--- src/rtl/fm_carrier_acc_pkg.sv ---
package fm_carrier_acc_pkg;
  localparam int OPS = 4;
  localparam int SLOT_W = $clog2(OPS);
  typedef logic [OPS-1:0] carrier_mask_t;
endpackage

--- src/rtl/fm_carrier_map.sv ---
module fm_carrier_map
  import fm_carrier_acc_pkg::*;
(
  input  logic [2:0]    alg,
  output carrier_mask_t mask
);
  // bit n set: operator n+1 is a carrier
  always_comb begin
    unique case (alg)
      3'd0, 3'd1, 3'd2, 3'd3: mask = 4'b1000;
      3'd4:                   mask = 4'b1010;
      3'd5, 3'd6:             mask = 4'b1110;
      default:                mask = 4'b1111;
    endcase
  end
endmodule

--- src/rtl/fm_sum_clip.sv ---
module fm_sum_clip #(
  parameter int SUM_W    = 11,
  parameter int OUT_W    = 9,
  parameter bit SATURATE = 1'b1
) (
  input  logic signed [SUM_W-1:0] sum_i,
  output logic signed [OUT_W-1:0] clip_o
);
  localparam logic signed [SUM_W-1:0] HI = SUM_W'((2 ** (OUT_W - 1)) - 1);
  localparam logic signed [SUM_W-1:0] LO = ~HI;

  generate
    if (SATURATE) begin : g_sat
      always_comb begin
        if (sum_i > HI)      clip_o = HI[OUT_W-1:0];
        else if (sum_i < LO) clip_o = LO[OUT_W-1:0];
        else                 clip_o = sum_i[OUT_W-1:0];
      end
    end else begin : g_wrap
      logic [SUM_W-OUT_W-1:0] unused_hi;
      assign unused_hi = sum_i[SUM_W-1:OUT_W];
      assign clip_o = sum_i[OUT_W-1:0];
    end
  endgenerate
endmodule

--- src/rtl/fm_ladder_adj.sv ---
module fm_ladder_adj #(
  parameter int W      = 9,
  parameter int OFFSET = 0
) (
  input  logic signed [W-1:0] sample_i,
  output logic signed [W-1:0] code_o
);
  localparam int EW = W + 2;
  localparam logic signed [EW-1:0] HI = EW'((2 ** (W - 1)) - 1);

  logic signed [EW-1:0] ext;
  logic signed [EW-1:0] shifted;

  assign ext     = {{2{sample_i[W-1]}}, sample_i};
  assign shifted = ext + EW'(OFFSET);

  always_comb begin
    if (!sample_i[W-1])    code_o = sample_i;
    else if (shifted > HI) code_o = HI[W-1:0];
    else                   code_o = shifted[W-1:0];
  end
endmodule

--- src/rtl/fm_carrier_acc.sv ---
module fm_carrier_acc
  import fm_carrier_acc_pkg::*;
#(
  parameter int OP_W       = 14,
  parameter int SMP_W      = 9,
  parameter int VOICE_W    = 3,
  parameter int DAC_VOICE  = 5,
  parameter bit SATURATE   = 1'b1,
  parameter int NEG_OFFSET = 0
) (
  input  logic                clk,
  input  logic                rst_n,
  input  logic                in_valid,
  output logic                in_ready,
  input  logic [OP_W-1:0]     in_op,
  input  logic [SLOT_W-1:0]   in_slot,
  input  logic [VOICE_W-1:0]  in_voice,
  input  logic [2:0]          in_alg,
  input  logic                dac_en,
  input  logic [SMP_W-2:0]    dac_data,
  input  logic                dac_lsb,
  output logic                out_valid,
  input  logic                out_ready,
  output logic [VOICE_W-1:0]  out_voice,
  output logic [SMP_W-1:0]    out_sample,
  output logic [SMP_W-1:0]    out_code
);
  localparam int SUM_W = SMP_W + SLOT_W;
  localparam int DROP  = OP_W - SMP_W;
  localparam logic [SLOT_W-1:0]  LAST_SLOT = SLOT_W'(OPS - 1);
  localparam logic [VOICE_W-1:0] DAC_ID    = VOICE_W'(DAC_VOICE);

  carrier_mask_t            mask;
  logic signed [SUM_W-1:0]  acc_q;
  logic signed [SUM_W-1:0]  acc_base;
  logic signed [SUM_W-1:0]  addend;
  logic signed [SUM_W-1:0]  acc_sum;
  logic signed [SMP_W-1:0]  clipped;
  logic signed [SMP_W-1:0]  op_top;
  logic [SMP_W-1:0]         dac_smp;
  logic                     take;
  logic                     last;
  logic                     unused_low;

  assign unused_low = ^in_op[DROP-1:0];

  fm_carrier_map u_map (
    .alg  (in_alg),
    .mask (mask)
  );

  // stall the whole operator stream while a sample waits
  assign in_ready = !(out_valid && !out_ready);
  assign take     = in_valid && in_ready;
  assign last     = (in_slot == LAST_SLOT);

  // truncation on each carrier before the add
  assign op_top   = in_op[OP_W-1:DROP];
  assign acc_base = (in_slot == '0) ? '0 : acc_q;
  assign addend   = mask[in_slot] ? SUM_W'(op_top) : '0;
  assign acc_sum  = acc_base + addend;

  always_ff @(posedge clk) begin
    if (!rst_n)    acc_q <= '0;
    else if (take) acc_q <= acc_sum;
  end

  fm_sum_clip #(
    .SUM_W    (SUM_W),
    .OUT_W    (SMP_W),
    .SATURATE (SATURATE)
  ) u_clip (
    .sum_i  (acc_sum),
    .clip_o (clipped)
  );

  assign dac_smp = {~dac_data[SMP_W-2], dac_data[SMP_W-3:0], dac_lsb};

  always_ff @(posedge clk) begin
    if (!rst_n) begin
      out_valid  <= 1'b0;
      out_voice  <= '0;
      out_sample <= '0;
    end else if (take && last) begin
      out_valid  <= 1'b1;
      out_voice  <= in_voice;
      out_sample <= (dac_en && in_voice == DAC_ID) ? dac_smp : clipped;
    end else if (out_ready) begin
      out_valid  <= 1'b0;
    end
  end

  fm_ladder_adj #(
    .W      (SMP_W),
    .OFFSET (NEG_OFFSET)
  ) u_ladder (
    .sample_i (out_sample),
    .code_o   (out_code)
  );
endmodule

--- config.mk ---
export PLATFORM = sky130hd
export DESIGN_NAME = fm_carrier_acc
export DESIGN_NICKNAME = d
export VERILOG_FILES = /design/src/rtl/fm_carrier_acc_pkg.sv /design/src/rtl/fm_carrier_map.sv /design/src/rtl/fm_sum_clip.sv /design/src/rtl/fm_ladder_adj.sv /design/src/rtl/fm_carrier_acc.sv
export SDC_FILE = /design/constraint.sdc
export NUM_CORES = 1
export LEC_CHECK = 0
export ABC_AREA = 1
export ABC_CLOCK_PERIOD_IN_PS = 3100
export BUFFER_PORTS_ARGS = -buffer_cell sky130_fd_sc_hd__buf_2
export CORE_AREA = 2 2 79 81
export DETAILED_ROUTE_END_ITERATION = 10
export DIE_AREA = 0 0 81 83
export PLACE_DENSITY = 0.65
export SETUP_SLACK_MARGIN = 0.4
export SLEW_MARGIN = 30
export SYNTH_ARGS = -nofsm -noshare
export SYNTH_HDL_FRONTEND = slang
export SYNTH_SLANG_ARGS = --single-unit
--- constraint.sdc ---
create_clock -name clk -period 3.1 [get_ports clk]
set_clock_uncertainty 0.15 [all_clocks]
set_input_delay 0.31 -clock clk [delete_from_list [all_inputs] [get_ports clk]]
set_output_delay 0.31 -clock clk [all_outputs]
set_load 0.01 [all_outputs]
# After elaboration in Yosys (flattened, before gate mapping)
# Index checks and enable logic that the tools add are counted.
[word_totals]
regBits = 24
latchBits = 0
ram_bits = 0
mem_bits_ro = 0
input_bits = 36
elab_cells = 41
n_memories = 0
[classes]
n_addsub = 1
n_mul = 0
div_mod_pow = 0
order_cmp = 4
eq_ne = 8
shifts = 0
n_mux = 12
n_bitwise = 1
n_reduce_logical = 11
[ops]
columns = ["op", "count"]
rows = [
  ["9-bit two-way mux", 5],
  ["11-bit two-way mux", 2],
  ["3-bit == test, second input constant", 4],
  ["11-bit adder", 1],
  ["11-bit by 9-bit greater-than comparator with 1-bit output, second input constant", 1],
  ["11-bit by 9-bit < comparator with 1-bit output, second input constant", 1],
  ["9-bit greater-than comparator, second input constant", 1],
  ["3-bit case mux with 3 select lines", 1],
  ["3-bit by 2-bit == test with 1-bit output, second input constant", 2],
  ["1-bit logical AND", 4],
  ["4-bit OR reduction", 1],
  ["3-bit by 1-bit == test with 1-bit output, second input constant", 1],
  ["3-bit zero test", 1],
  ["2-bit by 3-bit < comparator with 1-bit output, second input constant", 1],
  ["1-bit two-way mux", 3],
  ["1-bit binary-select mux with 2-bit select", 1],
  ["2-bit == test, second input constant", 1],
  ["1-bit zero test", 2],
  ["2-bit zero test", 1],
  ["2-bit nonzero test", 1],
  ["2-bit OR reduction", 1],
  ["1-bit inverter", 1],
]

# Depth between registers and ports, before layout
[depth]
depth_word = 11
mapped_depth = 21

# Hierarchy
# From an unflattened synthesis, not the netlist that was laid out.
[hier_totals]
hier_cells = 326
area_unflattened_um2 = 1976.9
[by_module_without_submodules]
columns = ["module", "n_inst", "cells_each", "area_each_um2", "seq_area_each_um2"]
rows = [
  ["fm_carrier_acc", 1, 289, 1806.7, 480.5],
  ["fm_sum_clip", 1, 20, 100.1, 0.0],
  ["fm_carrier_map", 1, 8, 36.3, 0.0],
  ["fm_ladder_adj", 1, 9, 33.8, 0.0],
]

# Worst setup path before layout
# OpenSTA, ideal clock, no wires.
[synth_path]
path_type = "input -> register"
from = "input in_alg[1]"
to = "register out_sample[0]"
arrival_ns = 2.255
t_required_ns = 2.836
path_slack_ns = 0.582
cell_stages = 19
n_path_buf = 0
cell_sequence = "o21ai_0 > nand2_1 > nand2_1 > nor2_1 > ha_1 > inv_1 > fa_1 > inv_1 > nand2_1 > nand2_1 > nand3_1 > nand2_1 > nand2_1 > nand2_1 > nand3_2 > a21oi_4 > nand2_1 > nand2_1 > a21oi_2"
[synth_between]
elab_chain_len = 11
word_cells_on_any_way = 19
classes_between = "add/sub: 1; order compare: 2; eq/ne: 6; mux: 7; reduce/logical: 3"
[synth_lines]
columns = ["element", "line", "text"]
rows = [
  ["start: declaration", "fm_carrier_acc.sv:18", "input logic [2:0] in_alg,"],
  ["3-bit by 1-bit == test with 1-bit output (tied with other cells)", "fm_carrier_map.sv:9", "unique case (alg)"],
  ["4-bit OR reduction or 2-bit OR reduction (tied branches)", "fm_carrier_map.sv:9", ""],
  ["3-bit case mux with 3 select lines *", "fm_carrier_map.sv:9", ""],
  ["1-bit binary-select mux with 2-bit select *", "fm_carrier_acc.sv:60", "assign addend = mask[in_slot] ? SUM_W'(op_top) : '0;"],
  ["1-bit two-way mux (implied by the code) *", "fm_carrier_acc.sv:60", ""],
  ["11-bit two-way mux *", "fm_carrier_acc.sv:60", ""],
  ["11-bit adder *", "fm_carrier_acc.sv:61", "assign acc_sum = acc_base + addend;"],
  ["11-bit by 9-bit < comparator with 1-bit output", "fm_sum_clip.sv:16", "else if (sum_i < LO) clip_o = LO[OUT_W-1:0];"],
  ["9-bit two-way mux", "fm_sum_clip.sv:16", ""],
  ["9-bit two-way mux *", "fm_sum_clip.sv:15", "if (sum_i > HI) clip_o = HI[OUT_W-1:0];"],
  ["9-bit two-way mux *", "fm_carrier_acc.sv:87", "out_sample <= (dac_en && in_voice == DAC_ID) ? dac_smp : clipped;"],
  ["end signal: assignment", "fm_carrier_acc.sv:87", ""],
  ["end: declaration", "fm_carrier_acc.sv:25", "output logic [SMP_W-1:0] out_sample,"],
]
# Mark *: on every way between the ends. The rest lies on a longest branch, timed or not. The select of a mux whose other input is x is not followed.
# A chain may end at the register's enable or synchronous reset.

# Worst setup path in the final report
[layout_path]
from = "input in_slot[0]"
to = "register out_sample[1]"
[layout_between]
elab_chain_len = 8
word_cells_on_any_way = 13
classes_between = "add/sub: 1; order compare: 2; eq/ne: 1; mux: 7; reduce/logical: 2"
[layout_lines]
columns = ["element", "line", "text"]
rows = [
  ["start: declaration", "fm_carrier_acc.sv:16", "input logic [SLOT_W-1:0] in_slot,"],
  ["1-bit binary-select mux with 2-bit select", "fm_carrier_acc.sv:60", ""],
  ["1-bit two-way mux (implied by the code)", "fm_carrier_acc.sv:60", ""],
  ["11-bit two-way mux", "fm_carrier_acc.sv:60", ""],
  ["11-bit adder", "fm_carrier_acc.sv:61", ""],
  ["11-bit by 9-bit < comparator with 1-bit output", "fm_sum_clip.sv:16", ""],
  ["9-bit two-way mux", "fm_sum_clip.sv:16", ""],
  ["9-bit two-way mux", "fm_sum_clip.sv:15", ""],
  ["9-bit two-way mux", "fm_carrier_acc.sv:87", ""],
]
# Several ways; a longest one is shown, not always the timed one. The select of a mux whose other input is x is not followed.

==> impl_metrics.env <==
export IMPL_run_status="finished clean"
export IMPL_holdCritStartpoint="in_voice[0]"
export IMPL_chipHeight_um=83
export IMPL_tightest_slew_ns=0.609
export IMPL_worstPathCellList="clkbuf_4 > nor2_4 > nand2_1 > nand4_4 > inv_1 > ha_1 > nand2_1 > inv_1 > a21oi_1 > nand3_1 > nand2_2 > nand3_2 > a21oi_4 > nand2_1 > nand2_1 > a21oi_2"
export IMPL_mapped_nets=369
export IMPL_count_of_flip_flops_with_a_built_in_enable_after_synthesis=0
export IMPL_worstReg2RegEnd="out_sample[1]"
export IMPL_share_of_synthesized_flip_flops_with_an_asynchronous_set_or_reset=0
export IMPL_grt_antenna_before_repair=0
export IMPL_seq_power_share=0.358
export IMPL_avgSynthCellArea_um2=6.09
export IMPL_crit_path_most_repeated_cell="nand2_1"
export IMPL_cp_start_kind="primary input"
export IMPL_clkLatencyLatePin_ns=0.28
export IMPL_p_sw_mw=0.319
export IMPL_power_density_nw_per_um2=390
export IMPL_achievable_frequency_ghz=0.409
export IMPL_floorplan_die_area_um2=6720
export IMPL_netlist_top_cells_area="dfxtp_1 (24%), nand2_1 (17%), inv_1 (11%)"
export IMPL_cp_data_required_time_ns=3.11
export IMPL_drive_gt1_frac=0.287
export IMPL_power_share_clock=0.307
export IMPL_finalCritPeriodShare=0.788
export IMPL_timing_setup_tns_ns=0
export IMPL_post_route_util=0.418
export IMPL_switching_share=0.336
export IMPL_groute_layer_met2_usage=0.237
export IMPL_groute_layer_met1_usage=0.184
export IMPL_synth_area_um2=1960
export IMPL_die_w_um=81
export IMPL_initial_utilization=0.337
export IMPL_grt_use_met3=0.0272
export IMPL_drc=0
export IMPL_avgRoutedWirePerCell_um=10.4
export IMPL_htree_num_levels=1
export IMPL_ys_ff_latch=24
export IMPL_internal_power_mw=0.630
export IMPL_synth_commonest_cells="nand2_1 (87), inv_1 (59), nor2_1 (44)"
export IMPL_synthesis_to_finish_area_growth_pct=24.0
export IMPL_dr_pass1_iters=4
export IMPL_i_o_buffers=53
export IMPL_reg2reg_from="acc_q[0]"
export IMPL_grt_start_max_net_pins=24
export IMPL_clock_path_buffers=2
export IMPL_cts_num_sinks=24
export IMPL_overflow=0
export IMPL_yosysMostFrequentCell="nand2_1"
export IMPL_maxSlewHeadroom=0.591
export IMPL_grt_most_used_layer="met2"
export IMPL_number_of_violations_reported_at_the_end_of_detailed_routing_iteration_0=56
export IMPL_drt_total_wl_mm=4.67
export IMPL_postRouteAntennaNets=0
export IMPL_yosys_area_top_type="dfxtp_1"
export IMPL_max_vdd_ir_drop_v=0.000198
export IMPL_worstPathArrival_ns=2.45
export IMPL_holdCritPathClass="primary input to flop"
export IMPL_cts_root_buffer_cell="clkbuf_8"
export IMPL_count_of_cells_along_the_worst_register_to_register_path=17
export IMPL_synth_distinct_cells=27
export IMPL_combinational_group_share_of_total_power=0.336
export IMPL_cts_tree="built"
export IMPL_synth_warnings=0
export IMPL_crit_path_max_fanout=8
export IMPL_leakagePower_nw=1.40
export IMPL_synth_main_ff_cell="dfxtp_1"
export IMPL_viasPerCell=4.42
export IMPL_critical_path_buf_inv_count=3
export IMPL_final_min_clock_period_ns=2.44
export IMPL_grt_first_pass_wirelength_mm=7.79
export IMPL_clkTransAtPathRegs_ns=0.09
export IMPL_antenna_diode_count=0
export IMPL_grtUsageTotal=0.143
export IMPL_floorplan_core_area_um2=5820
export IMPL_setup_slack_ns=0.657
export IMPL_worst_hold_path_num_cells=3
export IMPL_critical_path_max_stage_delay_ns=0.36
export IMPL_detailedPlacementHpwl_mm=3.65
export IMPL_finalNetCount=421
export IMPL_vias=1981
export IMPL_cts_made_buffers=3
export IMPL_replace_congestion=0.853
export IMPL_pre_cts_slack_ns=0.251
export IMPL_setup_reg_to_reg_worst_slack_ns=0.71
export IMPL_netlist_area_leader_share=0.245
export IMPL_synth_sequential_area_ratio=0.245
export IMPL_min_to="out_voice[0]"
export IMPL_netlist_instances=322
export IMPL_timing_final_hold_violations=0
export IMPL_grt_pass1_vias=1806
export IMPL_path_delay_family="simple AND/OR/NAND/NOR gates"
export IMPL_report_final_slew_viol_count=0
export IMPL_path_class="primary input to flop"
export IMPL_rsz0062_at_grt="no"
export IMPL_finalSetupViolCount=0
export IMPL_cp_end_kind="flop"
export IMPL_slowest_stage="ha_1"
export IMPL_fp_row_count=28
export IMPL_maxCapViolCount=0
export IMPL_pin_count=59
-- worst max path at each step --
stage	start	end	slack [ns]	cells past startpoint
CTS	in_slot[1]	out_sample[1]	0.55	20
global route	in_slot[0]	out_sample[5]	0.40	20
global placement	in_slot[1]	out_sample[1]	0.27	20
finish	in_slot[0]	out_sample[1]	0.66	16
detailed placement	in_slot[1]	out_sample[1]	0.25	20
floorplan	in_alg[1]	out_sample[0]	0.58	19
-- routing by layer --
layer | wire length (um) | vias up
met4 | 79 | 0
li1 | - | 1078
met3 | 204 | 7
met1 | 2260 | 859
met5 | 0 | -
met2 | 2130 | 37
-- repair_timing --
| item | CTS | global route |
|---|---|---|
| setup endpoints to repair | 0 | 8 |
| hold buffers | 0 | 0 |
| buffers inserted | 0 | 3 |
| resized for setup | 0 | 26 |
-- cell usage in the layout, fill, tap and decap left out, types with 3 or more instances in the layout --
cell type and n:
nand3_2 3, inv_1 57, buf_4 9, nand2_2 12, buf_2 50, o21ai_0 15
ha_1 8, xnor2_1 4, nor2_1 41, clkbuf_8 3, nand4_1 4, nand2_1 82
a21oi_2 10, nand3_1 6, nor2_2 5, a21oi_1 18, dfxtp_1 24
-- sequential cells by signal, summed over array words and instances (netlist names) --
signal / flops
acc_q: 11
out_sample: 9
out_voice: 3
out_valid: 1
-- layout make-up --
type	count	area, um^2
clock inverter	1	30.0
clock buffer	3	41.3
timing repair buffer	62	348
tap	75	93.8
fill	661	3380
sequential	24	480
multi-input combinational	223	1210
inverter	60	225
-- cells by family (layout without fill, tap and decap cells) --
logic type                 count (synthesis)  after routing  share of synthesized area
AOI/OAI and AO/OA                         48             48                      0.145
adders and majority gates                 11             11                     0.0740
and+or+nand+nor                          159            159                      0.352
xor gates and xnor gates                   5              5                     0.0223
DFF                                       24             24                      0.245
buffers and inverters                     75            126                      0.161
-- tightest hold or removal path, stage by stage --
cell	delay (ns)
buf_2	0.09
nor2_1	0.04
nor2_1	0.08
-- per-stage QoR --
step | hold WS, ns | instances | power, mW | area [um^2]
floorplan | 0.258 | 322 | 0.570 | 1960
global placement | 0.289 | 441 | 0.647 | 2270
detailed placement | 0.288 | 441 | 0.650 | 2270
CTS | 0.118 | 445 | 0.944 | 2350
global route | 0.127 | 448 | 1.02 | 2430
finish | 0.124 | 448 | 0.950 | 2430
-- power groups by stage --
stage	combinational [mW]	sequential [mW]	clock, mW
final	0.319	0.340	0.291
after global routing	0.367	0.343	0.310
after CTS	0.305	0.340	0.299
after detailed placement	0.303	0.347	0
after global placement	0.301	0.347	0
after floorplan	0.219	0.351	0
Power figures use the tool's default switching activity.
